<file path="src/rtl/sla_pkg.sv">
package sla_pkg;

    typedef enum logic [1:0] {
        ACC_READ  = 2'd0,
        ACC_WRITE = 2'd1,
        ACC_FETCH = 2'd2,
        ACC_RSVD  = 2'd3
    } acc_kind_e;

    // Attribute field as carried on the load port, MSB first
    typedef struct packed {
        logic perm;   // bit 4: writable data / readable code
        logic ext;    // bit 3: expand-down data / conforming code
        logic code;   // bit 2: code segment
        logic big;    // bit 1: default/big
        logic gran;   // bit 0: limit in 4 KB units
    } seg_attr_t;

    localparam int unsigned ATTR_W = $bits(seg_attr_t);

endpackage

</file>
<file path="src/rtl/sla_desc_cache.sv">
module sla_desc_cache
    import sla_pkg::*;
#(
    parameter int NUM_SEGS = 6,
    parameter int SEG_W    = 3,
    parameter int SEL_W    = 16,
    parameter int BASE_W   = 32,
    parameter int LIM_W    = 20
) (
    input  logic              clk,
    input  logic              rst_n,
    input  logic              wr_en,
    input  logic [SEG_W-1:0]  wr_idx,
    input  logic [SEL_W-1:0]  wr_sel,
    input  logic [BASE_W-1:0] wr_base,
    input  logic [LIM_W-1:0]  wr_limit,
    input  seg_attr_t         wr_attr,
    input  logic [SEG_W-1:0]  rd_idx,
    output logic              rd_hit,
    output logic [SEL_W-1:0]  rd_sel,
    output logic [BASE_W-1:0] rd_base,
    output logic [LIM_W-1:0]  rd_limit,
    output seg_attr_t         rd_attr
);

    typedef struct packed {
        logic [SEL_W-1:0]  sel;
        logic [BASE_W-1:0] base;
        logic [LIM_W-1:0]  limit;
        seg_attr_t         attr;
    } entry_t;

    localparam logic [SEG_W:0] SEG_CNT = (SEG_W+1)'(NUM_SEGS);

    entry_t tab_q [NUM_SEGS];
    entry_t tab_d [NUM_SEGS];
    entry_t rd_ent;
    logic   wr_ok;

    assign wr_ok  = wr_en && ({1'b0, wr_idx} < SEG_CNT);
    assign rd_hit = {1'b0, rd_idx} < SEG_CNT;

    always_comb begin
        for (int i = 0; i < NUM_SEGS; i++) begin
            tab_d[i] = tab_q[i];
        end
        if (wr_ok) begin
            tab_d[wr_idx] = {wr_sel, wr_base, wr_limit, wr_attr};
        end
    end

    always_ff @(posedge clk or negedge rst_n) begin
        if (!rst_n) begin
            for (int i = 0; i < NUM_SEGS; i++) begin
                tab_q[i] <= '0;
            end
        end else begin
            for (int i = 0; i < NUM_SEGS; i++) begin
                tab_q[i] <= tab_d[i];
            end
        end
    end

    // Read sees the registered table: a same-edge write is not visible yet
    always_comb begin
        rd_ent = '0;
        if (rd_hit) begin
            rd_ent = tab_q[rd_idx];
        end
    end

    assign rd_sel   = rd_ent.sel;
    assign rd_base  = rd_ent.base;
    assign rd_limit = rd_ent.limit;
    assign rd_attr  = rd_ent.attr;

endmodule

</file>
<file path="src/rtl/sla_limit_chk.sv">
module sla_limit_chk #(
    parameter int OFF_W   = 32,
    parameter int LIM_W   = 20,
    parameter int SMALL_W = 16
) (
    input  logic [OFF_W-1:0] off,
    input  logic [LIM_W-1:0] limit,
    input  logic             gran,
    input  logic             big,
    input  logic             down,
    output logic             outside
);

    localparam int GRAN_SH = OFF_W - LIM_W;

    logic [OFF_W-1:0] eff_lim;
    logic [OFF_W-1:0] top_bound;

    always_comb begin
        if (gran) begin
            eff_lim = {limit, {GRAN_SH{1'b1}}};
        end else begin
            eff_lim = {{GRAN_SH{1'b0}}, limit};
        end

        if (big) begin
            top_bound = '1;
        end else begin
            top_bound = {{(OFF_W-SMALL_W){1'b0}}, {SMALL_W{1'b1}}};
        end

        if (down) begin
            outside = (off <= eff_lim) || (off > top_bound);
        end else begin
            outside = off > eff_lim;
        end
    end

endmodule

</file>
<file path="src/rtl/sla_perm_chk.sv">
module sla_perm_chk
    import sla_pkg::*;
(
    input  logic [1:0] kind,
    input  logic       is_code,
    input  logic       perm,
    output logic       deny
);

    acc_kind_e k;

    assign k = acc_kind_e'(kind);

    always_comb begin
        unique case (k)
            ACC_READ:  deny = is_code && !perm;
            ACC_WRITE: deny = is_code || !perm;
            ACC_FETCH: deny = !is_code;
            default:   deny = 1'b1;
        endcase
    end

endmodule

</file>
<file path="src/rtl/sla_addr_form.sv">
module sla_addr_form #(
    parameter int OFF_W    = 32,
    parameter int SEL_W    = 16,
    parameter int RM_SHIFT = 4,
    parameter int SMALL_W  = 16
) (
    input  logic             prot,
    input  logic [OFF_W-1:0] base,
    input  logic [SEL_W-1:0] sel,
    input  logic [OFF_W-1:0] off,
    output logic [OFF_W-1:0] addr
);

    localparam int REAL_W = SEL_W + RM_SHIFT;

    logic [REAL_W-1:0] seg_part;
    logic [REAL_W-1:0] off_part;
    logic [REAL_W-1:0] real_sum;

    assign seg_part = {sel, {RM_SHIFT{1'b0}}};
    assign off_part = {{(REAL_W-SMALL_W){1'b0}}, off[SMALL_W-1:0]};
    assign real_sum = seg_part + off_part;

    always_comb begin
        if (prot) begin
            addr = base + off;
        end else begin
            addr = {{(OFF_W-REAL_W){1'b0}}, real_sum};
        end
    end

endmodule

</file>
<file path="src/rtl/sla_linear_gen.sv">
module sla_linear_gen
    import sla_pkg::*;
#(
    parameter int NUM_SEGS = 6,
    parameter int SEL_W    = 16,
    parameter int OFF_W    = 32,
    parameter int LIM_W    = 20,
    parameter int RM_SHIFT = 4,
    parameter int SMALL_W  = 16,
    localparam int SEG_W   = $clog2(NUM_SEGS),
    localparam int REAL_W  = SEL_W + RM_SHIFT
) (
    input  logic              clk,
    input  logic              rst_n,
    input  logic              ld_valid,
    input  logic [SEG_W-1:0]  ld_seg,
    input  logic [SEL_W-1:0]  ld_sel,
    input  logic [OFF_W-1:0]  ld_base,
    input  logic [LIM_W-1:0]  ld_limit,
    input  logic [ATTR_W-1:0] ld_attr,
    input  logic              req_valid,
    input  logic [SEG_W-1:0]  req_seg,
    input  logic [OFF_W-1:0]  req_off,
    input  logic [1:0]        req_kind,
    input  logic              prot_mode,
    output logic              out_valid,
    output logic [OFF_W-1:0]  lin_addr,
    output logic              fault
);

    typedef struct packed {
        logic             vld;
        logic             flt;
        logic [OFF_W-1:0] addr;
    } res_t;

    res_t res_d;
    res_t res_q;

    logic             hit_w;
    logic [SEL_W-1:0] sel_w;
    logic [OFF_W-1:0] base_w;
    logic [LIM_W-1:0] limit_w;
    seg_attr_t        attr_w;
    logic             outside_w;
    logic             deny_w;
    logic [OFF_W-1:0] addr_w;

    sla_desc_cache #(
        .NUM_SEGS (NUM_SEGS),
        .SEG_W    (SEG_W),
        .SEL_W    (SEL_W),
        .BASE_W   (OFF_W),
        .LIM_W    (LIM_W)
    ) i_cache (
        .clk      (clk),
        .rst_n    (rst_n),
        .wr_en    (ld_valid),
        .wr_idx   (ld_seg),
        .wr_sel   (ld_sel),
        .wr_base  (ld_base),
        .wr_limit (ld_limit),
        .wr_attr  (seg_attr_t'(ld_attr)),
        .rd_idx   (req_seg),
        .rd_hit   (hit_w),
        .rd_sel   (sel_w),
        .rd_base  (base_w),
        .rd_limit (limit_w),
        .rd_attr  (attr_w)
    );

    sla_limit_chk #(
        .OFF_W   (OFF_W),
        .LIM_W   (LIM_W),
        .SMALL_W (SMALL_W)
    ) i_limit (
        .off     (req_off),
        .limit   (limit_w),
        .gran    (attr_w.gran),
        .big     (attr_w.big),
        .down    (attr_w.ext && !attr_w.code),
        .outside (outside_w)
    );

    sla_perm_chk i_perm (
        .kind    (req_kind),
        .is_code (attr_w.code),
        .perm    (attr_w.perm),
        .deny    (deny_w)
    );

    sla_addr_form #(
        .OFF_W    (OFF_W),
        .SEL_W    (SEL_W),
        .RM_SHIFT (RM_SHIFT),
        .SMALL_W  (SMALL_W)
    ) i_addr (
        .prot (prot_mode),
        .base (base_w),
        .sel  (sel_w),
        .off  (req_off),
        .addr (addr_w)
    );

    always_comb begin
        res_d     = res_q;
        res_d.vld = req_valid;
        res_d.flt = 1'b0;
        if (req_valid) begin
            res_d.addr = addr_w;
            if (!hit_w) begin
                res_d.flt = 1'b1;
            end else if (prot_mode) begin
                res_d.flt = outside_w || deny_w;
            end
        end
    end

    always_ff @(posedge clk or negedge rst_n) begin
        if (!rst_n) begin
            res_q <= '0;
        end else begin
            res_q <= res_d;
        end
    end

    assign out_valid = res_q.vld;
    assign fault     = res_q.flt;
    assign lin_addr  = res_q.addr;

endmodule

</file>
<file path="config.mk">
export PLATFORM = sky130hd
export DESIGN_NAME = sla_linear_gen
export DESIGN_NICKNAME = d
export VERILOG_FILES = /design/src/rtl/sla_pkg.sv /design/src/rtl/sla_desc_cache.sv /design/src/rtl/sla_limit_chk.sv /design/src/rtl/sla_perm_chk.sv /design/src/rtl/sla_addr_form.sv /design/src/rtl/sla_linear_gen.sv
export SDC_FILE = /design/constraint.sdc
export NUM_CORES = 1
export LEC_CHECK = 0
export BUFFER_PORTS_ARGS = -buffer_cell sky130_fd_sc_hd__buf_2
export CAP_MARGIN = 5
export CORE_MARGIN = 1
export CORE_UTILIZATION = 60
export CTS_CLUSTER_SIZE = 16
export DETAILED_ROUTE_END_ITERATION = 6
export GPL_TIMING_DRIVEN = 0
export PLACE_DENSITY_LB_ADDON = 0.08
export SYNTH_ARGS = -nofsm -noshare
export SYNTH_HDL_FRONTEND = slang
export SYNTH_SLANG_ARGS = --single-unit
</file>
<file path="constraint.sdc">
create_clock -name clk -period 5.8 [get_ports clk]
set_input_delay 1.16 -clock clk [delete_from_list [all_inputs] [get_ports clk]]
set_output_delay 1.16 -clock clk [all_outputs]
set_load 0.02 [all_outputs]
</file>
# Word level (Yosys, flattened, before mapping)
# Index checks and enable logic that the tools add are counted.
[op_classes] addsub=2 magnitude_cmp=8 n_eq_ne=2 mux=15 bitwise_logic=2 reduce_logical=10
[op_table] operator="bitwise mux 438 bit" n=1
[op_table] operator="2-to-1 mux 73 bit" n=4
[op_table] operator="binary-select mux 73 bit (select 3 bit)" n=1
[op_table] operator="demux 73 bit (select 3 bit)" n=1
[op_table] operator="2-to-1 mux 32 bit" n=3
[op_table] operator="> comparator 32 bit" n=2
[op_table] operator="2-to-1 mux 33 bit" n=1
[op_table] operator="adder 32 bit" n=1
[op_table] operator="<= comparator 32 bit" n=1
[op_table] operator="adder 20 x 16 -> 20 bit" n=1
[op_table] operator="greater-or-equal comparator 4 bit (second input constant)" n=2
[op_table] operator="NOT 3 -> 4 bit" n=2
[op_table] operator="< comparator 3 bit (second input constant)" n=2
[op_table] operator="logical AND 1 bit" n=4
[op_table] operator="< comparator 4 x 1 -> 1 bit (second input constant)" n=1
[op_table] operator="logical OR 1 bit" n=3
[op_table] operator="2-to-1 mux 1 bit" n=3
[op_table] operator="case mux 1 bit (3 select lines)" n=1
[op_table] operator="== test 2 x 1 -> 1 bit (second input constant)" n=1
[op_table] operator="== test 2 bit (second input constant)" n=1
[op_table] operator="logical NOT 1 bit" n=2
[op_table] operator="logical NOT 2 bit" n=1
[totals] ff_bits=472 out_inout_bits=34 wordCells=90

# Longest topological paths before layout
# Gate-level depths: netlist of the first run.
[logic_depth] depth_word=13 mapped_depth=18 depth_no_buf=14

# Modules after synthesis
# Synthesis of the first run repeated with hierarchy kept, for this count alone.
[hier_totals] hier_cells=1969 area_unflattened_um2=25089.1
[by_module_without_submodules] mod="sla_desc_cache" n_inst=1 cells_per_inst=1347 area_per_inst_um2=19810.2 seq_area_each_um2=10960.5
[by_module_without_submodules] mod="sla_addr_form" n_inst=1 cells_per_inst=367 area_per_inst_um2=2539.9 seq_area_each_um2=0.0
[by_module_without_submodules] mod="sla_linear_gen" n_inst=1 cells_per_inst=73 area_per_inst_um2=1410.1 seq_area_each_um2=850.8
[by_module_without_submodules] mod="sla_limit_chk" n_inst=1 cells_per_inst=178 area_per_inst_um2=1293.7 seq_area_each_um2=0.0
[by_module_without_submodules] mod="sla_perm_chk" n_inst=1 cells_per_inst=4 area_per_inst_um2=35.0 seq_area_each_um2=0.0

# Least setup slack after synthesis of the first run
# Ideal clock, no wire load.
[synth_timing] path_kind="in2reg" startpoint="input port req_seg[0]" endpoint="register res_q, in the netlist fault" setup_time_ns=0.125 arrival_ns=4.591 path_slack_ns=1.084 path_stages=14 n_path_buf=4 path_cell_list="buf_6 -> buf_6 -> buf_4 -> buf_4 -> mux4_2 -> a21oi_1 -> ha_1 -> and3_1 -> nand3_1 -> nor3_1 -> a32o_1 -> a31oi_1 -> nor4_1 -> a2111oi_0"
[synth_rtl] item="start, declared" line="sla_linear_gen.sv:22" text="input logic [SEG_W-1:0] req_seg,"
[synth_rtl] item="end signal, assigned" line="sla_linear_gen.sv:123" text="res_q <= res_d;"
[synth_rtl] item="end, declared" line="sla_linear_gen.sv:38" text="res_t res_q;"

# Worst setup path in the final report of the first run
[layout_timing] startpoint="input port req_seg[2]" endpoint="register res_q, in the netlist lin_addr[28]"
[layout_via] elab_chain_cells=7 word_cells_on_any_way=8
[layout_rtl] item="NOT 3 -> 4 bit (implied by the code)" line="sla_desc_cache.sv:68" text="rd_ent = tab_q[rd_idx];"
[layout_rtl] item="binary-select mux 73 bit (select 3 bit)" line="sla_desc_cache.sv:68"
[layout_rtl] item="2-to-1 mux 73 bit (implied by the code) (2 in a row)" line="sla_desc_cache.sv:68"
[layout_rtl] item="2-to-1 mux 73 bit *" line="sla_desc_cache.sv:67" text="if (rd_hit) begin"
[layout_rtl] item="adder 32 bit *" line="sla_addr_form.sv:26" text="addr = base + off;"
[layout_rtl] item="2-to-1 mux 32 bit *" line="sla_addr_form.sv:25" text="if (prot) begin"
# Mark *: on every way between the ends. The rest lies on a longest branch, timed or not. The select of a mux whose other input is x is not followed.
# A chain may end at the register's enable or synchronous reset.

==> flow_metrics.env, run 1 <==
export IMPL_wl_per_cell_um=24.7
export IMPL_critPathCaptureType="flop"
export IMPL_cts_tree="yes"
export IMPL_routed_via_count=16500
export IMPL_synthCells=1863
export IMPL_post_route_period_util=0.981
export IMPL_final_area_um2=27400
export IMPL_ys_warn_count=0
export IMPL_synthFlopType="dfrtp_1"
export IMPL_cts_root_buf="clkbuf_16"
export IMPL_clock_sinks=472
export IMPL_ant_nets=0
export IMPL_drt_iter0_drc=1201
export IMPL_power_frac_comb=0.255
export IMPL_initial_core_util=0.608
export IMPL_htree_levels=2
export IMPL_fin_util=0.687
export IMPL_pwr_density_cell_nw_per_um2=370
export IMPL_critical_path_required_ns=6.28
export IMPL_grt_pass1_wl_mm=101
export IMPL_die_h_um=203
export IMPL_rsz0062_at_grt="no"
export IMPL_ys_seq_area_frac=0.487
export IMPL_hpwl_mm=46.0
export IMPL_cts_buffers=50
export IMPL_holdWs_ns=0.411
export IMPL_antenna_found_initial=6
export IMPL_overflow=0
export IMPL_synth_edf_count=0
export IMPL_p_total_mw=10.1
export IMPL_setup_violations=0
export IMPL_slew_violations=0
export IMPL_cp_arrival_ns=6.17
export IMPL_power_leakage_nw=12.1
export IMPL_die_area_um2=41200
export IMPL_drive_above_1_share=0.376
export IMPL_nNetsFinal=2280
export IMPL_gp_congestion=0.941
export IMPL_cts_path_max_buffers=3
export IMPL_drc=0
export IMPL_synthArstFlopShare=1.00
export IMPL_min_period_ns=5.69
export IMPL_status="finished clean"
export IMPL_finalSetupTns_ns=0
export IMPL_coreArea_um2=39800
export IMPL_relSlewSlack=0.279
export IMPL_dieWidth_um=203
export IMPL_cap_viol_max_count=0
export IMPL_synth_cell_area_um2=24200
export IMPL_port_buffers=149
export IMPL_internal_power_mw=7.15
export IMPL_clkTransAtPathRegs_ns=0.06
export IMPL_worstSetupStartpointType="input port"
export IMPL_first_pass_iters=5
export IMPL_switchingPower_mw=2.98
export IMPL_worstMarginPinSlew_ns=1.08
export IMPL_netlist_cell_type_count=72
export IMPL_path_max_fanout=10
export IMPL_synthDominantCellAreaShare=0.487
export IMPL_synth_avg_cell_area_um2=13.0
export IMPL_ir_drop_mv=0.262
export IMPL_grt_max_degree=126
export IMPL_viasPerCell=6.28
export IMPL_pin_count=152
export IMPL_critPathKind="in -> reg"
export IMPL_yosys_register_bits=472
export IMPL_clkLatencyLatePin_ns=0.60
export IMPL_finClkSkew_ns=0.0209
export IMPL_synthTopCellsByArea="dfrtp_1 (49%), mux2_2 (20%), mux4_2 (6.8%)"
export IMPL_place_area_um2=25800
export IMPL_hold_viol=0
export IMPL_max_freq_ghz=0.176
export IMPL_grt_pass1_vias=17000
export IMPL_pwr_share_seq=0.436
export IMPL_pwr_share_clk=0.308
export IMPL_row_count=73
export IMPL_hp_class="in -> async"
export IMPL_yosysTopAreaCell="dfrtp_1"
export IMPL_synth_fp_nets=2074
export IMPL_swShare=0.294
export IMPL_area_delta_synth_final_pct=13.0
export IMPL_wl_mm=64.8
export IMPL_grtUsageTotal=0.325
==> stage by stage <==
stage / setup slack, ns / std cells
2_1_floorplan: 1.08 / 1863
3_3_place_gp: -5.58 / 2537
3_5_place_dp: -0.654 / 2542
4_1_cts: 0.175 / 2628
5_1_grt: 0.00237 / 2628
6_report: 0.112 / 2629
==> power groups by stage <==
| stage | sequential [mW] | clock [mW] | combinational, mW |
|---|---|---|---|
| after global routing | 4.51 | 3.31 | 2.82 |
| after global placement | 4.42 | 0 | 2.47 |
| after floorplan | 4.41 | 0 | 1.79 |
| after CTS | 4.41 | 3.18 | 2.58 |
| after detailed placement | 4.47 | 0 | 2.56 |
| final | 4.42 | 3.13 | 2.58 |
==> worst paths after layout <==
path	startpoint	to	slack [ns]	cells after the start
max in group asynchronous	rst_n	i_cache.tab_q[30]$_DFFE_PN0P_	4.11	3
worst min register to register	lin_addr[27]$_DFFE_PN0P_	lin_addr[27]$_DFFE_PN0P_	0.49	1
min in group clk	lin_addr[27]$_DFFE_PN0P_	lin_addr[27]$_DFFE_PN0P_	0.49	1
worst max-delay path	req_seg[2]	lin_addr[28]$_DFFE_PN0P_	0.11	16
worst max register to register	i_cache.tab_q[25]$_DFFE_PN0P_	lin_addr[28]$_DFFE_PN0P_	1.74	14
worst min-delay path	rst_n	i_cache.tab_q[413]$_DFFE_PN0P_	0.41	1
==> cells in the mapped netlist, types with 4 or more instances <==
| library cell | number |
|---|---|
| dfrtp_1 | 472 |
| mux2_2 | 439 |
| nand2_1 | 115 |
| o21ai_0 | 102 |
| ha_1 | 91 |
| mux2i_1 | 87 |
| a21oi_1 | 81 |
| mux4_2 | 73 |
| nor2_1 | 69 |
| clkbuf_1 | 55 |
| buf_2 | 32 |
| xor2_1 | 22 |
| a21o_1 | 20 |
| inv_1 | 16 |
| xnor2_1 | 16 |
| nand4_1 | 13 |
| nor3_1 | 12 |
| nand3_1 | 11 |
| o2bb2ai_1 | 10 |
| a31oi_1 | 9 |
| buf_4 | 9 |
| and3_1 | 8 |
| nor2b_1 | 7 |
| o211ai_1 | 7 |
| a211oi_1 | 6 |
| o21a_1 | 5 |
| o221ai_1 | 4 |
| o31ai_1 | 4 |
==> layer usage <==
layer  wire length, um  track usage  vias to the layer above  share of wire
li1                  -            -                     7316              -
met1             28700        0.464                     8601           0.44
met2             30600        0.514                      472           0.47
met3              3880       0.0551                      109          0.060
met4              1680       0.0969                       10          0.026
met5                52            0                        -        0.00080
==> layout make-up <==
class | count | area, um2
flip-flops and latches | 472 | 11800
clock inverters | 10 | 155
inverters | 19 | 71.3
repair buffers | 155 | 888
well taps | 525 | 657
plain buffers | 101 | 477
fillers | 2915 | 12500
diodes | 1 | 2.50
clock buffers | 76 | 1430
multi-input cells | 1270 | 11900
==> sequential cells by signal, indices dropped and copies added, names as in the netlist <==
name / flops
i_cache.tab_q: 438
lin_addr: 32
fault: 1
out_valid: 1
==> worst max-delay path, stage by stage <==
cell and delay (ns):
buf_2 0.16, buf_2 0.36, buf_2 0.48, buf_1 0.66, mux4_2 0.41, nand2_1 0.08, o21ai_0 0.18, ha_1 0.40
nor2b_4 0.15, o31ai_1 0.41, a21oi_1 0.17, o21ai_0 0.45, nand3_1 0.35, a21oi_1 0.26, nor4b_1 0.07, or3_1 0.38
==> layout by cell type, fill, tap and decap left out, types with 4 or more instances in the layout <==
cell       count
mux2i_1       87
buf_16         4
dfrtp_1      472
a21o_1        20
o31ai_1        4
o221ai_1       4
nand3_1       11
ha_1          91
and3_1         8
nand4_1       13
xor2_1        22
nand2_1      115
inv_1         16
a21oi_1       80
clkbuf_1      71
o211ai_1       7
clkbuf_16     51
clkbuf_8       6
mux4_2        73
mux2_2       439
buf_2        180
nor3_1        11
a31oi_1        9
nor2_1        69
o2bb2ai_1     10
nor2b_1        7
buf_1          4
o21a_1         5
xnor2_1       16
a211oi_1       6
buf_6          5
o21ai_0      102
buf_4          9
==> kinds of logic (layout without fill, tap and decap cells) <==
kind of cell | count (synthesis) | after routing | share of synthesized area
muxes | 599 | 599 | 0.308
other | 0 | 1 | 0
AOI/OAI and AO/OA | 284 | 284 | 0.0725
buffers and inverters | 121 | 361 | 0.0227
xor gates and xnor gates | 38 | 38 | 0.0137
DFF | 472 | 472 | 0.487
and+or+nand+nor | 256 | 256 | 0.0471
adders and majority gates | 93 | 93 | 0.0486
==> timing repair <==
item	in CTS	in global routing
setup endpoints to repair	2	1
hold endpoints to repair	0	0
hold buffers	0	0
setup buffers	0	0
pin swaps	0	0
resized for setup	2	1
No activity file was read; power rests on OpenSTA's default activity.
==> run 2: changes to the inputs <==
==> constraint.sdc (replaced) <==
create_clock -name clk -period 5.8 [get_ports clk]
set_input_delay 0.87 -clock clk [delete_from_list [all_inputs] [get_ports clk]]
set_output_delay 0.87 -clock clk [all_outputs]
set_load 0.02 [all_outputs]
==> run 2 against run 1 <==
Net effect:
- clock power barely moved
- core utilization about the same
- clock-buffer cell count unchanged
==> flow_metrics.env, run 2 (same netlist as run 1, synthesis figures left out) <==
export IMPL_grt_pass1_vias=17000
export IMPL_slew_violations=0
export IMPL_p_total_mw=10.1
export IMPL_r2r_start="i_cache.tab_q[25]$_DFFE_PN0P_"
export IMPL_drive_above_1_share=0.375
export IMPL_hold_buffers=0
export IMPL_rsz0062_at_grt="no"
export IMPL_critical_path_required_ns=6.28
export IMPL_wl_mm=65.0
export IMPL_post_route_period_util=0.967
export IMPL_initial_core_util=0.608
export IMPL_cp_arrival_ns=6.09
export IMPL_setup_violations=0
export IMPL_layout_setup_ws_ns=0.193
export IMPL_largest_register_ffs=438
export IMPL_row_count=73
export IMPL_crit_path_end="lin_addr[28]$_DFFE_PN0P_"
export IMPL_htree_levels=2
export IMPL_finClkSkew_ns=0.0236
export IMPL_path_delay_family="buffers and inverters"
export IMPL_grtUsageTotal=0.325
export IMPL_worstMarginPinSlew_ns=1.07
export IMPL_drc=0
export IMPL_die_h_um=203
export IMPL_worstSetupStartpointType="input port"
export IMPL_seq_area_um2=11800
export IMPL_top_register="i_cache.tab_q"
export IMPL_viasPerCell=6.29
export IMPL_pin_count=152
export IMPL_power_leakage_nw=12.1
export IMPL_routed_via_count=16500
export IMPL_grt_max_degree=126
export IMPL_overflow=0
export IMPL_wl_per_cell_um=24.7
export IMPL_critPathCaptureType="flop"
export IMPL_cpPeakStageDelay_ns=0.66
export IMPL_cp_cell_sequence="buf_2 -> buf_2 -> buf_2 -> clkbuf_1 -> mux4_2 -> nand2_1 -> o21ai_0 -> ha_1 -> inv_1 -> fa_1 -> nor2b_4 -> o31ai_1 -> a21oi_1 -> o21ai_0 -> nand3_1 -> a21oi_1 -> nor4b_1 -> or3_1"
export IMPL_die_area_um2=41200
export IMPL_relSlewSlack=0.287
export IMPL_port_buffers=149
export IMPL_coreArea_um2=39800
export IMPL_post_place_ws_ns=-0.364
export IMPL_grt_pass1_wl_mm=101
export IMPL_cpMaxStageDelayCell="clkbuf_1"
export IMPL_nNetsFinal=2282
export IMPL_cts_root_buf="clkbuf_16"
export IMPL_critPathKind="in -> reg"
export IMPL_cts_path_max_buffers=3
export IMPL_path_max_fanout=10
export IMPL_pwr_density_cell_nw_per_um2=370
export IMPL_worst_path_stages=18
export IMPL_max_freq_ghz=0.178
export IMPL_status="finished clean"
export IMPL_dieWidth_um=203
export IMPL_hold_viol=0
export IMPL_clock_sinks=472
export IMPL_cpMostUsedCell="buf_2"
export IMPL_hp_class="in -> async"
export IMPL_multi_input_area_um2=11900
export IMPL_drt_iter0_drc=1160
export IMPL_min_period_ns=5.61
export IMPL_cts_buffers=50
export IMPL_worstSetupStartpoint="req_seg[2]"
export IMPL_layout_commonest_cell="dfrtp_1"
export IMPL_first_pass_iters=5
export IMPL_clkLatencyLatePin_ns=0.60
export IMPL_nFillCells=2914
export IMPL_hpwl_mm=46.0
export IMPL_rr_endpoint="lin_addr[28]$_DFFE_PN0P_"
export IMPL_reg2reg_depth=14
export IMPL_holdWs_ns=0.122
export IMPL_cts_resized=0
export IMPL_cap_viol_max_count=0
export IMPL_most_common_layout_cells="dfrtp_1 (472), mux2_2 (439), buf_2 (180)"
export IMPL_fin_util=0.687
export IMPL_cts_tree="yes"
export IMPL_worst_path_buf_inv=5
export IMPL_ant_nets=0
export IMPL_gp_congestion=0.941
export IMPL_ir_drop_mv=0.263
export IMPL_antenna_found_initial=6
export IMPL_ff2ff_setup_slack_ns=1.73
export IMPL_clkTransAtPathRegs_ns=0.06
export IMPL_post_cts_buffers=0
export IMPL_area_delta_synth_final_pct=13.0
-- run 2: cell types whose count changed in the layout (fill, tap and decap cells not counted) --
| cell | previous run | this run |
|---|---|---|
| clkbuf_1 | 71 | 74 |
| buf_1 | 4 | 3 |
| a21oi_1 | 80 | 81 |
| buf_4 | 9 | 10 |
| clkbuf_2 | 1 | 0 |
| a21oi_2 | 1 | 0 |
-- run 2: cell type report --
type                    instances  area share
inverters                      19     0.00261
diodes                          1   0.0000914
multi-input cells            1270       0.434
plain buffers                 102      0.0175
clock buffers                  76      0.0522
flip-flops and latches        472       0.431
well taps                     525      0.0240
repair buffers                156      0.0327
clock inverters                10     0.00567
-- run 2: worst min-delay path by stage --
stage	startpoint	to	slack [ns]	cells after the start
after global routing	rst_n	i_cache.tab_q[48]$_DFFE_PN0P_	0.12	1
after floorplan	i_cache.tab_q[24]$_DFFE_PN0P_	i_cache.tab_q[24]$_DFFE_PN0P_	0.47	1
final	rst_n	i_cache.tab_q[413]$_DFFE_PN0P_	0.12	1
after global placement	lin_addr[23]$_DFFE_PN0P_	lin_addr[23]$_DFFE_PN0P_	0.47	1
after CTS	rst_n	i_cache.tab_q[121]$_DFFE_PN0P_	0.11	1
after detailed placement	lin_addr[27]$_DFFE_PN0P_	lin_addr[27]$_DFFE_PN0P_	0.48	1
-- run 2: report_power, final --
group / internal [mW] / switching (mW) / total, mW
clock network: 1.83 / 1.29 / 3.13
logic: 1.29 / 1.30 / 2.59
registers: 4.03 / 0.390 / 4.42
total: 7.15 / 2.98 / 10.1
-- run 2: metrics by stage --
step	area, um2	setup TNS (ns)	instances
after detailed placement	25800	-1.53	2542
after global placement	25600	-2470.77	2537
after CTS	27400	0	2628
final	27400	0	2631
after floorplan	24200	0	1863
after global routing	27400	0	2630
-- run 2: worst register-to-register path, cell delays in order (launching register included) --
cell     delay, ns
dfrtp_1       0.37
mux4_2        0.47
nand2_1       0.07
o21ai_0       0.21
ha_1          0.33
inv_1         0.09
fa_1          0.23
nor2b_4       0.06
o31ai_1       0.42
a21oi_1       0.18
o21ai_0       0.46
nand3_1       0.35
a21oi_1       0.27
nor4b_1       0.07
or3_1         0.38
-- run 2: routing by layer --
layer | part of all wire | track usage | vias up
li1 | - | - | 7319
met2 | 0.47 | 0.514 | 473
met5 | 0.00080 | 0 | -
met4 | 0.025 | 0.0969 | 10
met1 | 0.44 | 0.464 | 8629
met3 | 0.060 | 0.0551 | 105
==> run 3: changes to the inputs <==
==> constraint.sdc (replaced) <==
create_clock -name clk -period 5.8 [get_ports clk]
set_input_delay 0.58 -clock clk [delete_from_list [all_inputs] [get_ports clk]]
set_output_delay 0.58 -clock clk [all_outputs]
set_load 0.02 [all_outputs]
==> run 3 against run 2 <==
Net effect:
- the run now ends with DRC left
- cell area is essentially flat
- first-iteration DRC count shrank 0.26%
- fmax grew 6.0%
- worst hold slack lost 0.018 ns
- critical endpoint unchanged
- largest cell class unchanged
- highest routed layer unchanged
==> flow_metrics.env, run 3 (same netlist as run 1, synthesis figures left out) <==
export IMPL_finalNonFillerCells=2631
export IMPL_setup_violations=0
export IMPL_clkLatencyLatePin_ns=0.60
export IMPL_place_area_um2=25800
export IMPL_grt_max_degree=126
export IMPL_slew_violations=0
export IMPL_min_period_ns=5.29
export IMPL_cts_tree="yes"
export IMPL_critical_path_required_ns=6.28
export IMPL_cpPeakStageDelay_ns=0.66
export IMPL_routed_via_count=16500
export IMPL_row_count=73
export IMPL_hp_class="in -> reg"
export IMPL_cp_arrival_ns=5.76
export IMPL_ir_drop_mv=0.262
export IMPL_finalSetupTns_ns=0
export IMPL_nFillCells=2913
export IMPL_drc=4
export IMPL_holdWs_ns=0.104
export IMPL_met2_length_mm=30.6
export IMPL_wl_mm=65.0
export IMPL_max_freq_ghz=0.189
export IMPL_relSlewSlack=0.286
export IMPL_top_register="i_cache.tab_q"
export IMPL_area_delta_synth_final_pct=13.0
export IMPL_violations="DRC"
export IMPL_cts_resized=0
export IMPL_grt_pass1_wl_mm=101
export IMPL_worstMarginPinSlew_ns=1.07
export IMPL_final_area_um2=27400
export IMPL_ant_nets=0
export IMPL_post_route_period_util=0.912
export IMPL_status="finished with violations"
export IMPL_gp_congestion=0.941
export IMPL_most_common_layout_cells="dfrtp_1 (472), mux2_2 (439), buf_2 (180)"
export IMPL_cpMaxStageDelayCell="clkbuf_1"
export IMPL_rsz0062_at_grt="no"
export IMPL_antenna_diode_count=0
export IMPL_power_leakage_nw=12.1
export IMPL_highest_layer="met5"
export IMPL_cts_root_buf="clkbuf_16"
export IMPL_nNetsFinal=2283
export IMPL_hold_buffers=1
export IMPL_p_total_mw=10.1
export IMPL_port_buffers=149
export IMPL_first_pass_iters=7
export IMPL_cap_viol_max_count=0
export IMPL_dp_cells=2542
export IMPL_dieWidth_um=203
export IMPL_route_met3_wl_mm=3.75
export IMPL_worstSetupStartpointType="input port"
export IMPL_htree_levels=2
export IMPL_largest_register_ffs=438
export IMPL_clock_sinks=472
export IMPL_critPathCaptureType="flop"
export IMPL_cts_buffers=50
export IMPL_post_cts_buffers=0
export IMPL_m1WireLength_mm=28.9
export IMPL_clkTransAtPathRegs_ns=0.06
export IMPL_pin_count=152
export IMPL_cpMostUsedCell="buf_2"
export IMPL_pwr_density_cell_nw_per_um2=370
export IMPL_die_h_um=203
export IMPL_path_max_fanout=10
export IMPL_hpwl_mm=46.0
export IMPL_hold_viol=0
export IMPL_cp_cell_sequence="buf_2 -> buf_2 -> buf_2 -> clkbuf_1 -> mux4_2 -> nand2_1 -> o21ai_0 -> ha_1 -> inv_1 -> fa_1 -> nor2b_4 -> o31ai_1 -> a21oi_1 -> o21ai_0 -> nand3_1 -> a21oi_1 -> nor4b_1 -> or3_1"
export IMPL_initial_core_util=0.608
export IMPL_grt_pass1_vias=17000
export IMPL_cts_path_max_buffers=3
export IMPL_critPathKind="in -> reg"
export IMPL_die_area_um2=41200
export IMPL_coreArea_um2=39800
export IMPL_overflow=0
export IMPL_antenna_found_initial=6
export IMPL_grtUsageTotal=0.325
export IMPL_layout_commonest_cell="dfrtp_1"
export IMPL_wl_per_cell_um=24.7
export IMPL_drt_iter0_drc=1157
export IMPL_viasPerCell=6.28
export IMPL_finClkSkew_ns=0.0184
export IMPL_drive_above_1_share=0.375
## run 3: through the flow
step                      utilization  worst slack [ns]
after floorplan                     -              1.66
after global placement          0.644             -5.00
after detailed placement        0.647           -0.0743
after CTS                       0.687             0.533
after global routing            0.688             0.334
final                           0.688             0.511
## run 3: layer usage
metal | global-route usage | vias to the layer above
met5 | 0 | -
met4 | 0.0969 | 10
met3 | 0.0551 | 108
met2 | 0.514 | 472
met1 | 0.464 | 8611
li1 | - | 7323
## run 3: power breakdown
| group | leakage, nW | internal, mW | switching, mW |
|---|---|---|---|
| Combinational | 5.66 | 1.29 | 1.30 |
| Sequential | 5.67 | 4.03 | 0.390 |
| Clock | 0.771 | 1.83 | 1.29 |
## run 3: path summary, 6_finish.rpt
check / start / end / slack (ns) / cells after the start
min in group asynchronous: rst_n / i_cache.tab_q[413]$_DFFE_PN0P_ / 0.42 / 2
setup reg to reg: i_cache.tab_q[25]$_DFFE_PN0P_ / lin_addr[28]$_DFFE_PN0P_ / 1.75 / 14
hold / removal: req_valid / out_valid$_DFF_PN0_ / 0.10 / 1
max in group asynchronous: rst_n / i_cache.tab_q[30]$_DFFE_PN0P_ / 4.07 / 4
setup / recovery: req_seg[2] / lin_addr[28]$_DFFE_PN0P_ / 0.51 / 18
hold reg to reg: lin_addr[27]$_DFFE_PN0P_ / lin_addr[27]$_DFFE_PN0P_ / 0.49 / 1
## run 3: cell type report
cell class              instances  area [um2]  area share
clock inverters                10         155     0.00567
well taps                     525         657      0.0240
plain buffers                 102         479      0.0175
inverters                      19        71.3     0.00260
clock buffers                  76        1430      0.0522
flip-flops and latches        472       11800       0.431
repair buffers                157         906      0.0331
multi-input cells            1270       11900       0.434
## run 3: critical path, delay by kind of cell
family | cells | cell delay (ns)
compound gates | 5 | 1.49
fa+ha+maj | 2 | 0.56
buf+inv | 5 | 1.77
mux | 1 | 0.42
simple gates | 5 | 0.92
